[src/rtl/regptr_pkg.sv]
package regptr_pkg;
  typedef enum logic [1:0] {
    RA_EXT = 2'd0,
    RA_N   = 2'd1,
    RA_X   = 2'd2,
    RA_P   = 2'd3
  } ra_src_e;
endpackage

[src/rtl/regptr_ra_mux.sv]
module regptr_ra_mux
  import regptr_pkg::*;
#(
  parameter int NW = 4
) (
  input  logic          n_drive,
  input  logic          x_drive,
  input  logic          p_drive,
  input  logic [NW-1:0] n_val,
  input  logic [NW-1:0] x_val,
  input  logic [NW-1:0] p_val,
  input  logic [NW-1:0] ra_ext,
  output logic [NW-1:0] ra_bus,
  output ra_src_e       ra_src
);
  // fixed priority: N, then X, then P, then the external value
  always_comb begin
    if (n_drive)      ra_src = RA_N;
    else if (x_drive) ra_src = RA_X;
    else if (p_drive) ra_src = RA_P;
    else              ra_src = RA_EXT;
  end

  always_comb begin
    unique case (ra_src)
      RA_N:    ra_bus = n_val;
      RA_X:    ra_bus = x_val;
      RA_P:    ra_bus = p_val;
      default: ra_bus = ra_ext;
    endcase
  end
endmodule

[src/rtl/regptr_sel_reg.sv]
module regptr_sel_reg #(
  parameter int NW = 4
) (
  input  logic          clk,
  input  logic          rst_n,
  input  logic          clr,
  input  logic          two,
  input  logic          load,
  input  logic [NW-1:0] ra_bus,
  output logic [NW-1:0] sel
);
  localparam logic [NW-1:0] SEL_TWO = NW'(2);

  logic [NW-1:0] sel_d;
  logic          sel_en;

  always_comb begin
    sel_en = clr | two | load;
    if (two)      sel_d = SEL_TWO;
    else if (clr) sel_d = '0;
    else          sel_d = ra_bus;
  end

  always_ff @(posedge clk or negedge rst_n) begin
    if (!rst_n)      sel <= '0;
    else if (sel_en) sel <= sel_d;
  end

  a_r3_two_wins: assert property (@(posedge clk) disable iff (!rst_n)
    two |=> (sel == SEL_TWO));
  a_r3_clr_zero: assert property (@(posedge clk) disable iff (!rst_n)
    (clr && !two) |=> (sel == '0));
  a_r2_load_bus: assert property (@(posedge clk) disable iff (!rst_n)
    (load && !clr && !two) |=> (sel == $past(ra_bus)));
  a_r2_hold: assert property (@(posedge clk) disable iff (!rst_n)
    (!load && !clr && !two) |=> $stable(sel));
endmodule

[src/rtl/regptr_in_pair.sv]
module regptr_in_pair #(
  parameter int NW = 4
) (
  input  logic            clk,
  input  logic            rst_n,
  input  logic            clr,
  input  logic            load,
  input  logic [2*NW-1:0] data_in,
  output logic [NW-1:0]   i_q,
  output logic [NW-1:0]   n_q
);
  logic [2*NW-1:0] in_d;
  logic            in_en;

  always_comb begin
    in_en = clr | load;
    in_d  = clr ? '0 : data_in;
  end

  always_ff @(posedge clk or negedge rst_n) begin
    if (!rst_n) begin
      i_q <= '0;
      n_q <= '0;
    end else if (in_en) begin
      i_q <= in_d[2*NW-1:NW];
      n_q <= in_d[NW-1:0];
    end
  end

  a_r4_clear: assert property (@(posedge clk) disable iff (!rst_n)
    clr |=> (i_q == '0 && n_q == '0));
  a_r4_load: assert property (@(posedge clk) disable iff (!rst_n)
    (load && !clr) |=> ({i_q, n_q} == $past(data_in)));
  a_r4_hold: assert property (@(posedge clk) disable iff (!rst_n)
    (!load && !clr) |=> ($stable(i_q) && $stable(n_q)));
endmodule

[src/rtl/regptr_ptr_reg.sv]
module regptr_ptr_reg #(
  parameter int          NW     = 4,
  parameter logic [3:0]  PRESET = 4'd0
) (
  input  logic          clk,
  input  logic          rst_n,
  input  logic          preset,
  input  logic          ld_ra,
  input  logic          ld_db,
  input  logic [NW-1:0] ra_bus,
  input  logic [NW-1:0] db_nib,
  output logic [NW-1:0] q
);
  localparam logic [NW-1:0] PVAL = NW'(PRESET);

  logic [NW-1:0] q_d;
  logic          q_en;

  always_comb begin
    q_en = preset | ld_ra | ld_db;
    if (preset)     q_d = PVAL;
    else if (ld_ra) q_d = ra_bus;
    else            q_d = db_nib;
  end

  always_ff @(posedge clk or negedge rst_n) begin
    if (!rst_n)    q <= '0;
    else if (q_en) q <= q_d;
  end

  a_r8_preset: assert property (@(posedge clk) disable iff (!rst_n)
    preset |=> (q == PVAL));
  a_r7_bus_first: assert property (@(posedge clk) disable iff (!rst_n)
    (ld_ra && !preset) |=> (q == $past(ra_bus)));
  a_r7_data_load: assert property (@(posedge clk) disable iff (!rst_n)
    (ld_db && !ld_ra && !preset) |=> (q == $past(db_nib)));
  a_r7_hold: assert property (@(posedge clk) disable iff (!rst_n)
    (!ld_db && !ld_ra && !preset) |=> $stable(q));
endmodule

[src/rtl/regptr_t_reg.sv]
module regptr_t_reg #(
  parameter int NW = 4
) (
  input  logic            clk,
  input  logic            rst_n,
  input  logic            load,
  input  logic            drive,
  input  logic [NW-1:0]   x_val,
  input  logic [NW-1:0]   p_val,
  output logic [2*NW-1:0] data_out,
  output logic            data_oe
);
  logic [2*NW-1:0] t_q;

  always_ff @(posedge clk or negedge rst_n) begin
    if (!rst_n)    t_q <= '0;
    else if (load) t_q <= {x_val, p_val};
  end

  always_comb begin
    data_oe  = drive;
    data_out = drive ? t_q : '0;
  end

  a_r9_capture: assert property (@(posedge clk) disable iff (!rst_n)
    load |=> (t_q == {$past(x_val), $past(p_val)}));
  a_r9_hold: assert property (@(posedge clk) disable iff (!rst_n)
    !load |=> $stable(t_q));
  a_r10_quiet: assert property (@(posedge clk) disable iff (!rst_n)
    !data_oe |-> (data_out == '0));
endmodule

[src/rtl/regptr_unit.sv]
module regptr_unit
  import regptr_pkg::*;
#(
  parameter int NW   = 4,
  parameter int NLOW = 3
) (
  input  logic              clk,
  input  logic              rst_n,
  input  logic [NW-1:0]     ra_ext,
  input  logic [2*NW-1:0]   data_in,
  input  logic              sel_clr,
  input  logic              sel_two,
  input  logic              sel_load,
  input  logic              in_load,
  input  logic              in_clr,
  input  logic              n_drive,
  input  logic              n_out_en,
  input  logic              x_drive,
  input  logic              p_drive,
  input  logic              x_ld_ra,
  input  logic              x_ld_db,
  input  logic              p_ld_ra,
  input  logic              p_ld_db,
  input  logic              preset_px,
  input  logic              t_load,
  input  logic              t_drive,
  output logic [NW-1:0]     sel,
  output logic [NW-1:0]     i_val,
  output logic [NW-1:0]     n_val,
  output logic [NW-1:0]     x_val,
  output logic [NW-1:0]     p_val,
  output logic [NLOW-1:0]   n_low,
  output logic [NW-1:0]     ra_bus,
  output logic [2*NW-1:0]   data_out,
  output logic              data_oe
);
  localparam int NPTR = 2; // index 0 = X, index 1 = P

  // reset: asserted at once, released on the second clock edge
  logic [1:0] rst_sync;
  logic       rst_int_n;

  always_ff @(posedge clk or negedge rst_n) begin
    if (!rst_n) rst_sync <= '0;
    else        rst_sync <= {rst_sync[0], 1'b1};
  end
  assign rst_int_n = rst_sync[1];

  ra_src_e       ra_src;
  logic [NW-1:0] ptr_q  [NPTR];
  logic          ptr_ra [NPTR];
  logic          ptr_db [NPTR];

  assign ptr_ra[0] = x_ld_ra;
  assign ptr_db[0] = x_ld_db;
  assign ptr_ra[1] = p_ld_ra;
  assign ptr_db[1] = p_ld_db;
  assign x_val     = ptr_q[0];
  assign p_val     = ptr_q[1];

  regptr_ra_mux #(.NW(NW)) u_ra_mux (
    .n_drive (n_drive),
    .x_drive (x_drive),
    .p_drive (p_drive),
    .n_val   (n_val),
    .x_val   (x_val),
    .p_val   (p_val),
    .ra_ext  (ra_ext),
    .ra_bus  (ra_bus),
    .ra_src  (ra_src)
  );

  regptr_sel_reg #(.NW(NW)) u_sel (
    .clk    (clk),
    .rst_n  (rst_int_n),
    .clr    (sel_clr),
    .two    (sel_two),
    .load   (sel_load),
    .ra_bus (ra_bus),
    .sel    (sel)
  );

  regptr_in_pair #(.NW(NW)) u_in (
    .clk     (clk),
    .rst_n   (rst_int_n),
    .clr     (in_clr),
    .load    (in_load),
    .data_in (data_in),
    .i_q     (i_val),
    .n_q     (n_val)
  );

  for (genvar g = 0; g < NPTR; g++) begin : g_ptr
    localparam logic [3:0] PV = (g == 0) ? 4'd2 : 4'd1;
    regptr_ptr_reg #(.NW(NW), .PRESET(PV)) u_ptr (
      .clk    (clk),
      .rst_n  (rst_int_n),
      .preset (preset_px),
      .ld_ra  (ptr_ra[g]),
      .ld_db  (ptr_db[g]),
      .ra_bus (ra_bus),
      .db_nib (data_in[NW-1:0]),
      .q      (ptr_q[g])
    );
  end

  regptr_t_reg #(.NW(NW)) u_t (
    .clk      (clk),
    .rst_n    (rst_int_n),
    .load     (t_load),
    .drive    (t_drive),
    .x_val    (x_val),
    .p_val    (p_val),
    .data_out (data_out),
    .data_oe  (data_oe)
  );

  assign n_low = n_out_en ? n_val[NLOW-1:0] : '0;

  // the bus must follow N whenever N is enabled, whatever else drives
  a_r6_n_first: assert property (@(posedge clk) disable iff (!rst_int_n)
    n_drive |-> (ra_bus == n_val && ra_src == RA_N));
  a_r6_x_over_p: assert property (@(posedge clk) disable iff (!rst_int_n)
    (!n_drive && x_drive) |-> (ra_bus == x_val));
  a_r5_n_low_quiet: assert property (@(posedge clk) disable iff (!rst_int_n)
    !n_out_en |-> (n_low == '0));
  a_r1_reset_state: assert property (@(posedge clk)
    (!rst_int_n) |-> (sel == '0 && i_val == '0 && n_val == '0 && x_val == '0 && p_val == '0));
endmodule

[config.mk]
export PLATFORM = sky130hd
export DESIGN_NAME = regptr_unit
export DESIGN_NICKNAME = d
export VERILOG_FILES = /design/src/rtl/regptr_pkg.sv /design/src/rtl/regptr_ra_mux.sv /design/src/rtl/regptr_sel_reg.sv /design/src/rtl/regptr_in_pair.sv /design/src/rtl/regptr_ptr_reg.sv /design/src/rtl/regptr_t_reg.sv /design/src/rtl/regptr_unit.sv
export SDC_FILE = /design/constraint.sdc
export NUM_CORES = 1
export LEC_CHECK = 0
export BUFFER_PORTS_ARGS = -buffer_cell sky130_fd_sc_hd__buf_2
export CAP_MARGIN = 20
export CELL_PAD_IN_SITES_DETAIL_PLACEMENT = 0
export CELL_PAD_IN_SITES_GLOBAL_PLACEMENT = 1
export CORE_ASPECT_RATIO = 1.75
export CORE_MARGIN = 2
export CORE_UTILIZATION = 32
export CTS_CLUSTER_SIZE = 8
export DETAILED_ROUTE_END_ITERATION = 12
export GPL_TIMING_DRIVEN = 0
export PLACE_DENSITY_LB_ADDON = 0.15
export RECOVER_POWER = 25
export REMOVE_ABC_BUFFERS = 1
export SLEW_MARGIN = 20
export SYNTH_ARGS = -nofsm -noshare
export SYNTH_HDL_FRONTEND = slang
export SYNTH_SLANG_ARGS = --single-unit
[constraint.sdc]
create_clock -name clk -period 1.11 [get_ports clk]
set_clock_uncertainty 0.15 [all_clocks]
set_input_delay 0.1665 -clock clk [delete_from_list [all_inputs] [get_ports clk]]
set_output_delay 0.1665 -clock clk [all_outputs]
set_load 0.05 [all_outputs]
; Yosys cells after proc, flatten, opt, wreduce, memory -nomap -nowiden
; Index checks and enable logic that the tools add are counted.
; W data, S select, Z words.
[totals]
register_bits = 30
inputBits = 30
output_inout_bits = 36
[op_classes]
eq_ne = 3
muxes = 13
bitwise = 7
[op_table]
columns = op, n
row1 = $mux W4, 6
row2 = $mux W8, 2
row3 = $pmux W4 S3, 1
row4 = $or A1 B1 Y1, 7
row5 = $mux W2, 3
row6 = $eq A2 B2 Y1 const B, 2
row7 = $mux W3, 1
row8 = $eq A2 B1 Y1 const B, 1

; Logic depth before layout (Yosys ltp)
; Gate-level depths: netlist (run 1).
[logic_depth]
word_depth = 7
mapped_depth = 4
depth_no_buf = 3

; Hierarchy
; Synthesis (run 1) repeated with hierarchy kept, for this count alone.
[unflattened]
cells_unflattened = 132
hier_area_um2 = 1560.2
[modules_own_cells]
columns = mod, n_inst, cells_per_inst, area_each_um2, seq_area_each_um2
row1 = regptr_ptr_reg, 2, 19, 206.4, 100.1
row2 = regptr_t_reg, 1, 26, 389.1, 200.2
row3 = regptr_in_pair, 1, 26, 325.3, 200.2
row4 = regptr_ra_mux, 1, 23, 192.7, 0.0
row5 = regptr_sel_reg, 1, 13, 167.7, 100.1
row6 = regptr_unit, 1, 6, 72.6, 50.0

; Worst setup path before layout (run 1)
; No wires, ideal clock.
[synth_timing]
kind = register to output
startpoint = reg g_ptr[1].u_ptr.q[2]
endpoint = out ra_bus[2]
arrival_time_ns = 1.735
required_time_ns = 0.794
path_slack_ns = -0.941
stages_incl_launch_ff = 4
path_buffers = 0
path_cell_list = dfrtp_1 > nor3b_2 > o31a_1 > nor2_1
[synth_between]
elab_chain_cells = 1
[synth_rtl]
columns = element, line
row1 = from (decl), regptr_ptr_reg.sv:12  ; output logic [NW-1:0] q
row2 = from (signal assigned), regptr_ptr_reg.sv:28  ; else if (q_en) q <= q_d;
row3 = $pmux W4 S3, regptr_ra_mux.sv:25  ; unique case (ra_src)
row4 = to (decl), regptr_unit.sv:33  ; output logic [NW-1:0] ra_bus,
; Every way passes these cells.

; Worst setup path after layout (run 1)
[layout_timing]
startpoint = reg g_ptr[0].u_ptr.q[3]
endpoint = out ra_bus[3]
[layout_between]
elab_chain_cells = 1
[layout_rtl]
columns = element, line
row1 = from (decl), regptr_ptr_reg.sv:12
row2 = from (signal assigned), regptr_ptr_reg.sv:28
row3 = $pmux W4 S3, regptr_ra_mux.sv:25
; Every way passes these cells.

==> results by group, run 1 <==
Placed design
  • RePlAce Congestion: 0.835
  • DP Cell Count: 260
  • DP Wirelength: roughly 3500 µm
  • DP Area: a little under 2000 µm²
  • Worst slack, placed: -0.403 ns
  • IO Port Bufs: 65

Routing
  • Initial DRC Count: 28
  • Avg Vias per Cell: just over 5
  • Routed WL: roughly 4900 µm
  • Vias: 1,538
  • Pre-antenna DRT Iters: 4
  • # DRC: 0
  • WL per Instance: around 16 µm
  • Antenna viol nets, final: 0

STA
  • Final hold violation count: 1
  • Fin worst setup slack: -0.541 ns
  • Relative slew slack: 57.3%
  • Final critical-path share of the clock period: 149%
  • Final setup fails: 48
  • Worst slew pin tran: ~0.64 ns
  • Peak Freq: 606 MHz
  • Setup TNS: -8.25 ns
  • Slew Limit Fails: 0
  • RSZ-0062 raised after global routing: true
  • Post-route minimum period: between 1.5 and 2 ns
  • Worst hold slack: -0.000675 ns

Global route
  • Initial antenna violation count: 0
  • Pin count of the biggest net entering global routing: 29
  • Met1 usage: 19.1%
  • Vias in the first global route: ~1,700
  • GRT Max-Usage Layer: met2
  • Global-route wire length before repair: a little under 8000 µm
  • Gr ovfl total: 0
  • GR Util met3: under 10%
  • GR Util met2: between 30 and 40%
  • Total GRT Usage: about 19%

Floorplanning
  • Starting Density: roughly a third
  • Site Rows: 34
  • Die Footprint: ~5600 µm²
  • DIE WIDTH: between 50 and 60 µm
  • # IOs: 66
  • DIE HEIGHT: slightly below 100 µm
  • Placeable Area: 4890 µm²

Yosys
  • Top FF cell, synth: dfrtp_1
  • Cell taking the most area after synthesis: dfrtp_1
  • #FFs+latches synth: 30
  • Top post-synthesis cells by count: 30 x dfrtp_1, 16 x mux2i_1, 15 x nor2_1
  • Ranking of synthesized cells by area: dfrtp_1 47%, mux2i_1 10%, mux2_2 5.6%
  • Synth Warn #: 0
  • Mapped Cells: 150
  • Ys async rst share: 100%
  • Share of the synthesized area in the top cell type: around 47%
  • Post-synthesis average cell area: 10.6 µm²
  • Sequential area share after synthesis: 47.1%
  • Yosys cell types: 36
  • Post-synth EDFFs: 0
  • Cell area after synthesis: about 1600 µm²
  • Cell with the most instances after synthesis: dfrtp_1

Clock tree
  • Clk pin slew, worst setup/hold paths: approximately 0.06 ns
  • Total CTS buffers: 5
  • Clk buf depth: 2
  • Htree depth: 2
  • CTS tree: yes
  • Clk_lat worst skew: ~0.29 ns
  • Root Buffer: clkbuf_8
  • Clock tree sinks: 30

Cells and area
  • Fin cells: 300
  • Fin area: about 2700 µm²
  • Post-layout nets: about 280
  • Area growth, synth to finish: 66.4%
  • Antenna cells: 0
  • Layout cells sized above 1: a little under three fifths

Outcome
  • Status: finished with violations
  • Violated checks: negative hold slack, negative setup slack

Worst setup path
  • R2R depth: 6
  • Worst Setup Start Kind: register
  • Reg2Reg Capture Point: u_sel.sel[2]$_DFFE_PN0P_
  • Worst endpoint required time: approximately 0.79 ns
  • Critical path class: reg2out
  • Reg2reg start: g_ptr[0].u_ptr.q[2]$_DFFE_PN0P_
  • Reg2reg setup slack: -0.33 ns
  • Crit path capture type: output port
  • Setup crit end: ra_bus[3]
  • WP data arrival: approximately 1.3 ns
  • Critical Path Source: g_ptr[0].u_ptr.q[3]$_DFFE_PN0P_
  • Largest fanout on the critical path: 2

Flow run
  • Max Cap Viol: 0

Power and ir drop
  • PD cells: 1250 nW/µm²
  • Max VDD drop: 0.000864 V
  • Static leakage: 1.28 nW

Worst hold path
  • Hold Crit Class: in2reg
-- power by group --
part           total, mW  internal (mW)  switching, mW
Combinational       1.13          0.517          0.616
Sequential          1.26           1.18         0.0799
Clock              0.915          0.499          0.416
-- registers in the layout (all words and copies together), names as in the netlist --
| signal | count |
|---|---|
| g_ptr.u_ptr.q | 8 |
| u_t.t_q | 8 |
| u_in.i_q | 4 |
| u_in.n_q | 4 |
| u_sel.sel | 4 |
| rst_sync | 2 |
-- critical path, stage by stage (launching register included) --
cell and delay (ns):
dfrtp_1 0.37, nor2b_1 0.07, o31a_1 0.31, nor2_2 0.12, buf_6 0.17
-- kinds of logic after synthesis --
logic type             count (synthesis)  synth area share [%]
AOI/OAI and AO/OA                     24                  11.0
buffers and inverters                 10                  3.37
DFF                                   30                  47.1
other                                  1                 0.235
muxes                                 24                  15.7
and+or+nand+nor                       61                  22.7
-- cells in the final DEF, fill, tap and decap left out, types with 2 or more instances in the layout --
cell type | Yosys | layout
and2_4 | 0 | 11
or3_1 | 4 | 4
o311a_1 | 3 | 3
nand3_1 | 2 | 2
buf_8 | 0 | 10
clkbuf_8 | 0 | 6
clkbuf_1 | 2 | 2
mux2_2 | 8 | 7
mux2i_1 | 16 | 16
buf_4 | 1 | 17
o31a_1 | 4 | 4
nand2b_1 | 3 | 3
or2_2 | 3 | 3
nor2_2 | 0 | 3
nor3b_2 | 2 | 3
nor3_2 | 1 | 3
buf_6 | 1 | 34
a21oi_1 | 5 | 5
nand2_1 | 6 | 6
buf_2 | 2 | 28
nor2b_1 | 4 | 4
o22ai_2 | 1 | 4
dfrtp_1 | 30 | 29
dlygate4sd3_1 | 0 | 6
o22ai_1 | 8 | 5
nor2_1 | 15 | 12
-- metrics by stage --
step	hold slack, ns	utilization [%]	power, mW
after floorplan	-0.279	-	1.78
after global placement	-0.198	39.6	2.04
after detailed placement	-0.197	39.6	2.06
after CTS	0.00247	52.5	3.27
after global routing	0.0120	54.2	3.45
final	-0.000675	54.2	3.30
-- area by class of cell --
cell class,instances,area [µm²]
clock buffer,7,86.3
clock inverter,1,5.00
fill,440,2240
inverter,1,3.75
multi-input combinational,110,870
sequential,30,752
tap,54,67.6
timing repair buffer,97,870
-- how the worst min path moves through the flow --
stage            from                 endpoint  cells past startpoint
2_1_floorplan   rst_n    rst_sync[0]$_DFF_PN0_                      0
3_3_place_gp    rst_n    rst_sync[0]$_DFF_PN0_                      1
3_5_place_dp    rst_n    rst_sync[0]$_DFF_PN0_                      1
4_1_cts        in_clr  u_in.n_q[0]$_DFFE_PN0P_                      2
5_1_grt        in_clr  u_in.n_q[0]$_DFFE_PN0P_                      2
6_report       in_clr  u_in.n_q[0]$_DFFE_PN0P_                      2
-- per-layer routing --
metal	vias up	routed length, µm
met2	59	2810
met5	-	0
met3	12	230
met1	738	1710
li1	729	-
met4	0	133
-- repair_timing --
| action | in CTS | in global routing |
|---|---|---|
| hold buffers | 6 | 0 |
| endpoints found under the setup margin | 47 | 48 |
| pin swaps | 25 | 4 |
| resized for setup | 99 | 13 |
| setup buffers | 22 | 8 |
| hold endpoints to repair | 7 | 0 |
Power figures use the tool's default switching activity.
==> run 2, diff against run 1 <==
CELL_PAD_IN_SITES_DETAIL_PLACEMENT = 1   (was 0)
CELL_PAD_IN_SITES_GLOBAL_PLACEMENT = 2   (was 1)
CORE_UTILIZATION = 25   (was 32)
CTS_CLUSTER_DIAMETER = 200   (was default)
==> results by group, run 2 (synthesis gave the netlist of run 1 again) <==
Worst setup path
  • Reg2reg setup slack: -0.21 ns (was -0.33 ns)
  • Crit path capture type: output port (unchanged)
  • Crit path cell chain: nor3b_2, o31a_1, nor2_1, buf_6 (was nor2b_1, o31a_1, nor2_2, buf_6)
  • Worst Setup Start Kind: register (unchanged)
  • Reg2Reg Capture Point: g_ptr[0].u_ptr.q[3]$_DFFE_PN0P_ (was u_sel.sel[2]$_DFFE_PN0P_)
  • Crit-path slowest cell: dfrtp_1 (unchanged)
  • Max stage delay on crit path: 0.40 ns (was 0.37 ns)
  • Critical path class: reg2out (unchanged)
  • Worst endpoint required time: 0.79 ns (about the same)
  • R2R depth: 4 (was 6)
  • WP data arrival: 1.35 ns (was 1.33 ns)
  • Largest fanout on the critical path: 2 (unchanged)
  • Reg2reg start: g_ptr[1].u_ptr.q[3]$_DFFE_PN0P_ (was g_ptr[0].u_ptr.q[2]$_DFFE_PN0P_)

Worst hold path
  • Hold Crit Class: in2reg (unchanged)
  • Hold Startpoint: data_in[5] (was in_clr)
  • Hold EP: u_in.i_q[1]$_DFFE_PN0P_ (was u_in.n_q[0]$_DFFE_PN0P_)
  • Hold-critical path depth: 3 (was 2)

Placed design
  • Worst slack, placed: -0.467 ns (was -0.403 ns)
  • DP Wirelength: 3860 µm (was 3490 µm)
  • IO Port Bufs: 65 (unchanged)
  • DP Area: 1970 µm² (was 1940 µm²)
  • RePlAce Congestion: 0.726 (was 0.835)

Power and ir drop
  • Max VDD drop: 0.000674 V (was 0.000864 V)
  • PD cells: 1190 nW/µm² (was 1250 nW/µm²)
  • Static leakage: 1.34 nW (was 1.28 nW)

Clock tree
  • Clk pin slew, worst setup/hold paths: 0.06 ns (about the same)
  • Clk buf depth: 2 (unchanged)
  • Clock tree sinks: 30 (unchanged)
  • Total CTS buffers: 5 (unchanged)
  • Root Buffer: clkbuf_8 (unchanged)
  • CTS tree: yes (unchanged)
  • Clk_lat worst skew: 0.28 ns (was 0.29 ns)
  • Htree depth: 2 (unchanged)

STA
  • Relative slew slack: 56.4% (was 57.3%)
  • Final setup fails: 53 (was 48)
  • Fin worst setup slack: -0.555 ns (was -0.541 ns)
  • Worst slew pin tran: 0.654 ns (was 0.641 ns)
  • RSZ-0062 raised after global routing: true (unchanged)
  • Slew Limit Fails: 0 (unchanged)
  • Final critical-path share of the clock period: 150% (was 149%)
  • Setup TNS: -9.86 ns (was -8.25 ns)
  • Post-route minimum period: 1.66 ns (was 1.65 ns)
  • Peak Freq: 601 MHz (was 606 MHz)
  • Final hold violation count: 0 (was 1)

Floorplanning
  • DIE HEIGHT: 110 µm (was 97.4 µm)
  • Die Footprint: 7060 µm² (was 5590 µm²)
  • DIE WIDTH: 64.4 µm (was 57.4 µm)
  • Starting Density: 25.8% (was 32.6%)
  • Site Rows: 38 (was 34)
  • Placeable Area: 6180 µm² (was 4890 µm²)
  • # IOs: 66 (unchanged)

Cells and area
  • Area growth, synth to finish: 76.1% (was 66.4%)
  • Post-layout nets: 282 (was 275)
  • Fin area: 2810 µm² (was 2650 µm²)
  • Most frequent cells in the layout: 43 x buf_6, 29 x dfrtp_1, 29 x buf_2 (was 34 x buf_6, 29 x dfrtp_1, 28 x buf_2)
  • Layout cells sized above 1: 60.9% (was 55.7%)
  • Commonest non-fill, non-tap cell in the layout: buf_6 (unchanged)
  • Antenna cells: 0 (unchanged)
  • Biggest regs: g_ptr.u_ptr.q x8, u_t.t_q x8 (unchanged)

Routing
  • Pre-antenna DRT Iters: 4 (unchanged)
  • Antenna viol nets, final: 0 (unchanged)
  • Avg Vias per Cell: 4.77 (was 5.13)
  • WL per Instance: 17.6 µm (was 16.3 µm)
  • Routed WL: 5850 µm (was 4880 µm)
  • Initial DRC Count: 12 (was 28)
  • Vias: 1,589 (was 1,538)
  • # DRC: 0 (unchanged)

Global route
  • Global-route wire length before repair: 9120 µm (was 7880 µm)
  • Pin count of the biggest net entering global routing: 29 (unchanged)
  • Gr ovfl total: 0 (unchanged)
  • Vias in the first global route: 1,823 (was 1,652)
  • Initial antenna violation count: 0 (unchanged)
  • Total GRT Usage: 17.2% (was 18.6%)

Flow run
  • Max Cap Viol: 0 (unchanged)

Outcome
  • Status: finished with violations (unchanged)
  • Violated checks: negative setup slack (was negative hold slack, negative setup slack)
==> run 2: cell types whose count changed in the layout (fill, tap and decap cells not counted), sizes merged <==
cell | previous run | this run
buf | 89 | 98
clkbuf | 9 | 7
clkinv | 1 | 2
dlygate4sd3 | 6 | 5
==> run 2: through the flow <==
step           cells  hold slack, ns  power (mW)  util [%]
6_report         333         0.00263        3.34      45.4
5_1_grt          333          0.0404        3.51      45.4
4_1_cts          324         0.00548        3.27      42.9
3_5_place_dp     286          -0.195        2.07      31.9
3_3_place_gp     286          -0.198        2.05      31.9
2_1_floorplan    141          -0.279        1.78         -
==> run 2: repair_timing <==
item	CTS	global route
hold buffers	5	0
gates resized for setup	107	28
setup buffers	27	18
pin swaps	17	8
cloned	0	0
endpoints found under the hold margin	6	0
endpoints found under the setup margin	47	53
==> run 2: report_power, final <==
group / leakage, nW / internal (mW) / switching [mW]
combinational: 0.914 / 0.565 / 0.661
sequential: 0.382 / 1.18 / 0.0829
clock: 0.0450 / 0.434 / 0.420
==> run 2: final cells by class <==
class / instances / area, µm²
clock buffers: 6 / 72.6
clock inverters: 2 / 10.0
fillers: 703 / 3370
inverters: 1 / 3.75
multi-input cells: 110 / 932
flip-flops and latches: 30 / 752
well taps: 80 / 100
repair buffers: 104 / 938
==> run 2: worst max path at each step <==
| stage | start | to | cells past startpoint |
|---|---|---|---|
| after floorplan | g_ptr[1].u_ptr.q[2]$_DFFE_PN0P_ | ra_bus[2] | 3 |
| after global placement | p_drive | ra_bus[2] | 5 |
| after detailed placement | p_drive | ra_bus[2] | 5 |
| after CTS | g_ptr[0].u_ptr.q[0]$_DFFE_PN0P_ | ra_bus[0] | 4 |
| after global routing | g_ptr[0].u_ptr.q[1]$_DFFE_PN0P_ | ra_bus[1] | 4 |
| final | g_ptr[1].u_ptr.q[3]$_DFFE_PN0P_ | ra_bus[3] | 4 |
==> run 2: critical path, delay by kind of cell, from the launching register on <==
kind | cells | cell delay [ns]
AOI/OAI and AO/OA | 1 | 0.30
buffers and inverters | 1 | 0.17
DFF | 1 | 0.40
and+or+nand+nor | 2 | 0.19
==> run 2: layer usage <==
metal / GRT usage (%) / up-vias / part of all wire (%)
li1: - / 743 / -
met1: 16.6 / 795 / 33
met5: 0 / - / 0
met2: 35.5 / 43 / 62
met4: 5.93 / 0 / 1.7
met3: 2.76 / 8 / 3.3
